**config.mk**
```make
export PLATFORM = sky130hd
export DESIGN_NAME = itx4_core
export DESIGN_NICKNAME = d
export VERILOG_FILES = /design/src/rtl/itx4_pkg.sv /design/src/rtl/itx4_bfly.sv /design/src/rtl/itx4_ctrl.sv /design/src/rtl/itx4_core.sv
export SDC_FILE = /design/constraint.sdc
export NUM_CORES = 1
export LEC_CHECK = 0
export BUFFER_PORTS_ARGS = -buffer_cell sky130_fd_sc_hd__buf_4
export CAP_MARGIN = 20
export CORE_AREA = 2 2 345 262
export CTS_CLUSTER_SIZE = 25
export DETAILED_ROUTE_END_ITERATION = 6
export DIE_AREA = 0 0 347 264
export GPL_TIMING_DRIVEN = 0
export PLACE_DENSITY = 0.56
export RECOVER_POWER = 50
export SYNTH_ARGS = -nofsm -noshare
export SYNTH_HDL_FRONTEND = slang
export SYNTH_SLANG_ARGS = --single-unit
```
**constraint.sdc**
```tcl
create_clock -name clk -period 14.27 [get_ports clk]
set_input_delay 1.427 -clock clk [delete_from_list [all_inputs] [get_ports clk]]
set_output_delay 1.427 -clock clk [all_outputs]
set_load 0.03 [all_outputs]
```
**src/rtl/itx4_pkg.sv**
```systemverilog
package itx4_pkg;
    parameter int unsigned SMP_W     = 16;
    parameter int unsigned ACC_W     = 32;
    parameter int unsigned PTS       = 4;
    parameter int unsigned SH_W      = 5;
    localparam int unsigned CNT_W    = $clog2(PTS);
    localparam int unsigned ROW_W    = PTS * SMP_W;
    localparam int unsigned PASS1_SH = 7;
    localparam int unsigned DEPTH_SUM = 20;

    typedef enum logic [1:0] {
        ST_LOAD  = 2'd0,
        ST_COLS  = 2'd1,
        ST_DRAIN = 2'd2
    } phase_t;
endpackage

```
**src/rtl/itx4_bfly.sv**
```systemverilog
module itx4_bfly
    import itx4_pkg::*;
#(
    parameter int unsigned LANE_W = SMP_W,
    parameter int unsigned WIDE_W = ACC_W
) (
    input  logic [4*LANE_W-1:0] vec_in,
    input  logic [SH_W-1:0]     shamt,
    output logic [4*LANE_W-1:0] vec_out
);
    localparam logic signed [WIDE_W-1:0] K64 = WIDE_W'(64);
    localparam logic signed [WIDE_W-1:0] K83 = WIDE_W'(83);
    localparam logic signed [WIDE_W-1:0] K36 = WIDE_W'(36);
    localparam logic signed [WIDE_W-1:0] SAT_HI = WIDE_W'((64'sd1 <<< (LANE_W - 1)) - 1);
    localparam logic signed [WIDE_W-1:0] SAT_LO = -SAT_HI - WIDE_W'(1);

    logic signed [WIDE_W-1:0] xs [4];
    logic signed [WIDE_W-1:0] sums [4];
    logic signed [WIDE_W-1:0] even0, even1, odd0, odd1, rnd;

    for (genvar i = 0; i < 4; i++) begin : g_ext
        assign xs[i] = WIDE_W'(signed'(vec_in[i*LANE_W +: LANE_W]));
    end

    always_comb begin
        even0 = K64 * (xs[0] + xs[2]);
        even1 = K64 * (xs[0] - xs[2]);
        odd0  = K83 * xs[1] + K36 * xs[3];
        odd1  = K36 * xs[1] - K83 * xs[3];
        sums[0] = even0 + odd0;
        sums[1] = even1 + odd1;
        sums[2] = even1 - odd1;
        sums[3] = even0 - odd0;
        rnd = (WIDE_W'(1) << shamt) >>> 1;
    end

    for (genvar i = 0; i < 4; i++) begin : g_lane
        logic signed [WIDE_W-1:0] scaled;
        always_comb begin
            scaled = (sums[i] + rnd) >>> shamt;
            if (scaled > SAT_HI)
                vec_out[i*LANE_W +: LANE_W] = SAT_HI[LANE_W-1:0];
            else if (scaled < SAT_LO)
                vec_out[i*LANE_W +: LANE_W] = SAT_LO[LANE_W-1:0];
            else
                vec_out[i*LANE_W +: LANE_W] = scaled[LANE_W-1:0];
        end
    end
endmodule

```
**src/rtl/itx4_ctrl.sv**
```systemverilog
module itx4_ctrl
    import itx4_pkg::*;
(
    input  logic             clk,
    input  logic             rst_n,
    input  logic             in_valid,
    input  logic             out_ready,
    output logic             in_ready,
    output logic             out_valid,
    output logic             load_en,
    output logic             col_en,
    output logic [CNT_W-1:0] cnt,
    output phase_t           phase
);
    phase_t           state_q, state_d;
    logic [CNT_W-1:0] cnt_q, cnt_d;
    logic             last;
    logic             step;

    assign last = (cnt_q == CNT_W'(PTS - 1));

    always_comb begin
        state_d = state_q;
        step    = 1'b0;
        unique case (state_q)
            ST_LOAD: begin
                step = in_valid;
                if (in_valid && last) state_d = ST_COLS;
            end
            ST_COLS: begin
                step = 1'b1;
                if (last) state_d = ST_DRAIN;
            end
            ST_DRAIN: begin
                step = out_ready;
                if (out_ready && last) state_d = ST_LOAD;
            end
            default: state_d = ST_LOAD;
        endcase
        cnt_d = step ? cnt_q + CNT_W'(1) : cnt_q;
    end

    always_ff @(posedge clk) begin
        if (!rst_n) begin
            state_q <= ST_LOAD;
            cnt_q   <= '0;
        end else begin
            state_q <= state_d;
            cnt_q   <= cnt_d;
        end
    end

    always_comb begin
        in_ready  = 1'b0;
        out_valid = 1'b0;
        load_en   = 1'b0;
        col_en    = 1'b0;
        unique case (state_q)
            ST_LOAD: begin
                in_ready = 1'b1;
                load_en  = in_valid;
            end
            ST_COLS:  col_en    = 1'b1;
            ST_DRAIN: out_valid = 1'b1;
            default: ;
        endcase
        cnt   = cnt_q;
        phase = state_q;
    end
endmodule

```
**src/rtl/itx4_core.sv**
```systemverilog
module itx4_core
    import itx4_pkg::*;
#(
    parameter int unsigned LO_DEPTH = 8,
    parameter int unsigned HI_DEPTH = 10
) (
    input  logic             clk,
    input  logic             rst_n,
    input  logic             in_valid,
    output logic             in_ready,
    input  logic [ROW_W-1:0] in_row,
    input  logic             in_bd10,
    output logic             out_valid,
    input  logic             out_ready,
    output logic [ROW_W-1:0] out_row
);
    localparam logic [SH_W-1:0] SH_LO = SH_W'(DEPTH_SUM - LO_DEPTH);
    localparam logic [SH_W-1:0] SH_HI = SH_W'(DEPTH_SUM - HI_DEPTH);

    logic             load_en, col_en;
    logic [CNT_W-1:0] cnt;
    phase_t           phase;
    logic             bd_q;
    logic [SMP_W-1:0] buf_q [PTS][PTS];
    logic [ROW_W-1:0] col_vec, row_vec, bfly_in, bfly_out;
    logic [SH_W-1:0]  shamt;

    itx4_ctrl u_ctrl (
        .clk       (clk),
        .rst_n     (rst_n),
        .in_valid  (in_valid),
        .out_ready (out_ready),
        .in_ready  (in_ready),
        .out_valid (out_valid),
        .load_en   (load_en),
        .col_en    (col_en),
        .cnt       (cnt),
        .phase     (phase)
    );

    always_comb begin
        for (int i = 0; i < PTS; i++) begin
            col_vec[i*SMP_W +: SMP_W] = buf_q[i][cnt];
            row_vec[i*SMP_W +: SMP_W] = buf_q[cnt][i];
        end
        if (phase == ST_COLS) begin
            bfly_in = col_vec;
            shamt   = SH_W'(PASS1_SH);
        end else begin
            bfly_in = row_vec;
            shamt   = bd_q ? SH_HI : SH_LO;
        end
    end

    itx4_bfly u_bfly (
        .vec_in  (bfly_in),
        .shamt   (shamt),
        .vec_out (bfly_out)
    );

    always_ff @(posedge clk) begin
        if (!rst_n)
            bd_q <= 1'b0;
        else if (load_en && cnt == '0)
            bd_q <= in_bd10;
    end

    always_ff @(posedge clk) begin
        for (int i = 0; i < PTS; i++) begin
            if (load_en)
                buf_q[cnt][i] <= in_row[i*SMP_W +: SMP_W];
            else if (col_en)
                buf_q[i][cnt] <= bfly_out[i*SMP_W +: SMP_W];
        end
    end

    assign out_row = bfly_out;
endmodule

```
==> results.yml, run 1 <==
worst_setup_path:
  cp-start-kind: "flip-flop"
  crit_type: "reg2out"
  path_max_fanout: 10
  cpMaxStageDelayCell: "fa_1"
  r2r_cells: 47
  reg2reg_setup_slack_ps: 1090
  r2r-end: "buf_q[0][50]"
  r2r_start: "u_ctrl.phase[0]"
  worstPathRequired_ps: 12840
  worstPathArrival_ps: 12560
  critPathCaptureType: "output port"
  max_stage_delay_ps: 530
sta:
  max_freq_mhz: 71.52
  slew_headroom: -0.2261
  hold_viol: 0
  tightestPinTransition_ps: 1839
  slew_viol_final: 134
  post-route-min-period_ps: 13980
  post-route-period-util: 0.9799
  finalWorstSetupSlack_ps: 287.5
  setup_violations: 0
  clock_skew_ps: 33.39
hold_path:
  hp-class: "reg2reg"
  worstHoldPathCells: 1
  hold_path_end: "u_ctrl.phase[0]"
  hp-start: "u_ctrl.phase[1]"
synth:
  yosysTopAreaCellShare: 0.2191
  synth.cell_area_mm2: 0.03509
  avgSynthCellArea_um2: 8.957
  ys_seq_elements: 263
  synth.area.top_cells: "edfxtp_1, ha_1, mux4_2"
  synth-main-ff-cell: "edfxtp_1"
  async_flop_share: 0
  syn_inst: 3917
  yosys_warnings: 0
  netlist-cell-type-count: 86
  ys_seq_area_frac: 0.2231
  yosysTopAreaCell: "edfxtp_1"
  synth_edf_count: 256
floorplanning:
  die_h_um: 264
  ios: 135
  rows: 95
  dieWidth_um: 347
  die-area_mm2: 0.09161
  initial_core_util: 0.3962
  core_area_mm2: 0.08855
routing:
  drt_wl_total_mm: 156.0
  wl_met3_mm: 24.89
  drc: 0
  wl_met2_mm: 58.83
  firstDrtPassIters: 6
  ant_nets: 0
  top_layer: "met4"
  wl_met1_mm: 66.91
  via_per_inst: 6.269
  vias: 33760
  routedWlPerCell_um: 28.97
  drt-initial-drc-count: 4953
finish:
  syn_to_final_growth_pct: 15.35
  final_cells: 5386
  nFillCells: 8722
  drive_gt1_frac: 0.1476
  mostFrequentLayoutCell: "ha_1"
  nets: 4834
  final_cell_mix: "ha_1, nand2_1, inv_1"
status:
  violations: "max-capacitance violations, max-slew violations"
  status: "complete, but fails checks"
clock_network:
  cts_num_sinks: 263
  cts_buffers: 25
  cts_tree: "yes"
  clk_transition_reported_paths_ps: 70
  ctsRootBufferMaster: "clkbuf_16"
  cts_buffer_depth: 3
  insertion_delay_ps: 580
  htreeDepth: 1
global_route:
  grt_overflow: 0
  track_usage: 0.3296
  grt_pass1_vias: 30810
  antenna_found_initial: 1
  grt_pass1_wl_mm: 219.6
  grt_max_degree: 19
placed_design:
  io_buffers: 134
  routabilityCongestion: 1.018
  post-dp-hpwl_mm: 125.7
  dp_cells: 5300
  pre_cts_ws_ps: -5153
run:
  maxCapViolations: 10
[per-stage QoR]
step	hold slack (ps)	area (um^2)	setup TNS (ps)	util
5_1_grt	533.0	40470	-149.0	0.4570
2_1_floorplan	448.9	35250	0	-
4_1_cts	498.7	40350	0	0.4557
3_5_place_dp	487.2	38550	-1009600	0.4353
3_3_place_gp	488.2	37710	-1204260	0.4259
6_report	496.9	40470	0	0.4570
[routing by layer]
| metal | global-route usage | vias up |
|---|---|---|
| met5 | 0 | - |
| met4 | 0.09189 | 0 |
| met3 | 0.1309 | 304 |
| met2 | 0.4304 | 2275 |
| met1 | 0.4913 | 16400 |
| li1 | - | 14780 |
[cell usage after synthesis, types with 17 or more instances]
cell and number:
or2_2 21, a21oi_1 267, nand3_1 50, fa_1 101, a31oi_1 25, and3_1 17
or3_1 22, o21a_1 59, nor2_1 214, xnor2_1 148, o22a_1 38, a22oi_1 32
nor3_1 46, and2_1 53, mux2i_1 26, mux4_2 128, nand4_1 25, buf_1 26
a21o_1 89, nand2_1 459, a211oi_1 73, o211ai_1 37, ha_1 461, o21ai_0 179
edfxtp_1 256, o22ai_1 34, xor2_1 54, clkbuf_1 136, inv_1 407, nor2b_1 33
o21bai_1 36, a2bb2oi_1 77, nand2b_1 59
[how the worst max path moves through the flow]
stage,end,slack [ps],start,cells after the start
5_1_grt,out_row[39],-50,u_ctrl.phase[0],54
3_3_place_gp,out_row[27],-5800,u_ctrl.phase[0],50
2_1_floorplan,out_row[27],1310,u_ctrl.phase[0],50
3_5_place_dp,out_row[29],-5150,u_ctrl.phase[0],51
6_report,out_row[0],290,u_ctrl.cnt[1],44
4_1_cts,out_row[16],20,u_ctrl.phase[0],53
[what timing repair did]
| item | 4_1_cts | 5_1_grt |
|---|---|---|
| hold buffers | 0 | 0 |
| pin swaps | 13 | 22 |
| resized for setup | 234 | 83 |
| endpoints found under the setup margin | 320 | 60 |
| buffers inserted | 19 | 26 |
[state kept, by name (all words and copies together) (netlist names), named ones only]
register / cells
bd_q: 1
u_ctrl.phase: 2
u_ctrl.cnt: 2
buf_q: 256
[cell families after synthesis]
kind of cell | share of synthesized area
multiplexers | 0.09118
other | 0.0002140
flip-flops | 0.2231
adder cells (fa/ha/maj) | 0.2220
AO/OA/AOI/OAI | 0.2159
buffers and inverters | 0.06305
XOR/XNOR | 0.05181
AND/OR/NAND/NOR | 0.1327
[worst max-delay path, delay by kind of cell (launching register included)]
family          cells  cell delay (ps)
compound gates     17             3700
xor+xnor            3              450
fa+ha+maj           7             2760
buf+inv             9             2390
flops               1              370
mux                 1              380
simple gates        7             1890
[area by class of cell]
class,instances,area [um^2],area share
inverter,407,1535,0.03793
timing repair buffer,226,1794,0.04433
clock inverter,14,145.1,0.003586
multi-input combinational,3117,26180,0.6470
tap,1164,1456,0.03598
clock buffer,31,648.1,0.01601
sequential,263,7829,0.1934
antenna,1,2.502,0.00006183
buffer,163,878.3,0.02170
Power of run 1 is not shown: default switching activity piles up to over one toggle a cycle in this logic, so the estimate is an artifact.
==> run 2, diff against run 1 <==
CTS_BUF_LIST = sky130_fd_sc_hd__clkbuf_4 sky130_fd_sc_hd__clkbuf_8   (was default)
==> run 2 against run 1 <==
The flow finishes with violations (design-rule violations, max-capacitance violations, max-slew violations); clock-buffer cell count rose by 24; clock skew increased by 20 ps; routed wire length up 0.38%; die area is the same; via count increased by 0.23%; highest routed layer unchanged; design area increased by 0.25%; sequential share of layout area about the same; first-iteration DRC count fell by 0.61%; register-to-register slack better by 50 ps; global-route usage increased by 0.14 points; critical path depth increased by 8.
==> results.yml, run 2 (synthesized netlist as in run 1, its figures left out) <==
global_route:
  antenna_found_initial: 1
  track_usage: 0.3310
  grt_busiest_layer: "met1"
  use_met2: 0.4354
  use_met1: 0.4929
  grt_overflow: 0
  met3_usage: 0.1325
  grt_pass1_vias: 30970
  grt_pass1_wl_mm: 220.3
  grt_max_degree: 19
worst_setup_path:
  worstPathRequired_ps: 12840
  r2r-end: "buf_q[0][50]"
  r2r_cells: 47
  path_delay_family: "compound AO/OA/AOI/OAI gates"
  max_stage_delay_ps: 540
  worst-path-buf-inv: 15
  cp-start-kind: "flip-flop"
  cpMaxStageDelayCell: "fa_1"
  crit_type: "reg2out"
  worstPathArrival_ps: 12520
  path_max_fanout: 10
  critPathCaptureType: "output port"
  reg2reg_setup_slack_ps: 1140
  r2r_start: "u_ctrl.phase[0]"
finish:
  diodes: 0
  largest-register: "buf_q"
  largest_reg_flops: 256
  final_cells: 5413
  final_cell_mix: "ha_1, nand2_1, inv_1"
  drive_gt1_frac: 0.1556
  syn_to_final_growth_pct: 15.64
  mostFrequentLayoutCell: "ha_1"
  nets: 4851
routing:
  drc: 11
  routedWlPerCell_um: 28.93
  drt-initial-drc-count: 4923
  ant_nets: 0
  via_per_inst: 6.252
  drt_wl_total_mm: 156.6
  firstDrtPassIters: 7
  vias: 33840
clock_network:
  cts_buffers: 41
  insertion_delay_ps: 620
  cts_buffer_depth: 3
  htreeDepth: 2
  cts_num_sinks: 263
  ctsRootBufferMaster: "clkbuf_8"
  cts_tree: "yes"
  clk_transition_reported_paths_ps: 60
floorplanning:
  core_area_mm2: 0.08855
  ios: 135
  dieWidth_um: 347
  initial_core_util: 0.3962
  die_h_um: 264
  die-area_mm2: 0.09161
  rows: 95
sta:
  slew_headroom: -0.3032
  post-route-period-util: 0.9775
  finalWorstSetupSlack_ps: 321.6
  clock_skew_ps: 53.40
  tightestPinTransition_ps: 1955
  setup_violations: 0
  hold_viol: 0
  max_freq_mhz: 71.69
  post-route-min-period_ps: 13950
  slew_viol_final: 122
placed_design:
  routabilityCongestion: 1.018
  pre_cts_ws_ps: -5153
  post-dp-hpwl_mm: 125.7
  io_buffers: 134
  dp_cells: 5300
status:
  violations: "design-rule violations, max-capacitance violations, max-slew violations"
  status: "complete, but fails checks"
hold_path:
  hp-class: "reg2reg"
  worstHoldPathCells: 1
  hp-start: "u_ctrl.phase[1]"
  hold_path_end: "u_ctrl.phase[0]"
run:
  maxCapViolations: 10
-- run 2: worst max path at each step --
stage,to,startpoint,depth (start not counted)
after floorplan,out_row[27],u_ctrl.phase[0],50
after global placement,out_row[27],u_ctrl.phase[0],50
after detailed placement,out_row[29],u_ctrl.phase[0],51
after CTS,out_row[16],u_ctrl.phase[0],54
after global routing,out_row[14],u_ctrl.phase[0],54
final,out_row[8],u_ctrl.phase[0],52
-- run 2: repair_timing --
item                       CTS  global route
setup endpoints to repair  320            60
pin swaps                   14            20
gates resized for setup    238            95
hold buffers                 0             0
setup buffers               22            26
-- run 2: per-stage QoR --
stage               hold WS, ps  instance area (um^2)  TNS [ps]  utilization
floorplan                 448.9                 35250         0            -
global placement          488.2                 37710  -1204260       0.4259
detailed placement        487.2                 38550  -1009600       0.4353
CTS                       483.2                 40430         0       0.4565
global route              514.8                 40570    -168.0       0.4582
finish                    485.5                 40570         0       0.4582
-- run 2: cell type report --
type	count	area, um^2
Fill cell	8741	47980
Multi-Input combinational cell	3117	26230
Sequential cell	263	7829
Timing Repair Buffer	228	1812
Inverter	407	1535
Tap cell	1164	1456
Buffer	162	903.4
Clock buffer	55	675.6
Clock inverter	17	132.6
-- run 2: metal layers --
| layer | share of wire | up-vias |
|---|---|---|
| li1 | - | 14830 |
| met1 | 0.43 | 16260 |
| met2 | 0.38 | 2423 |
| met3 | 0.16 | 335 |
| met4 | 0.034 | 0 |
| met5 | 0 | - |
Power of run 2 is left out for the same reason.
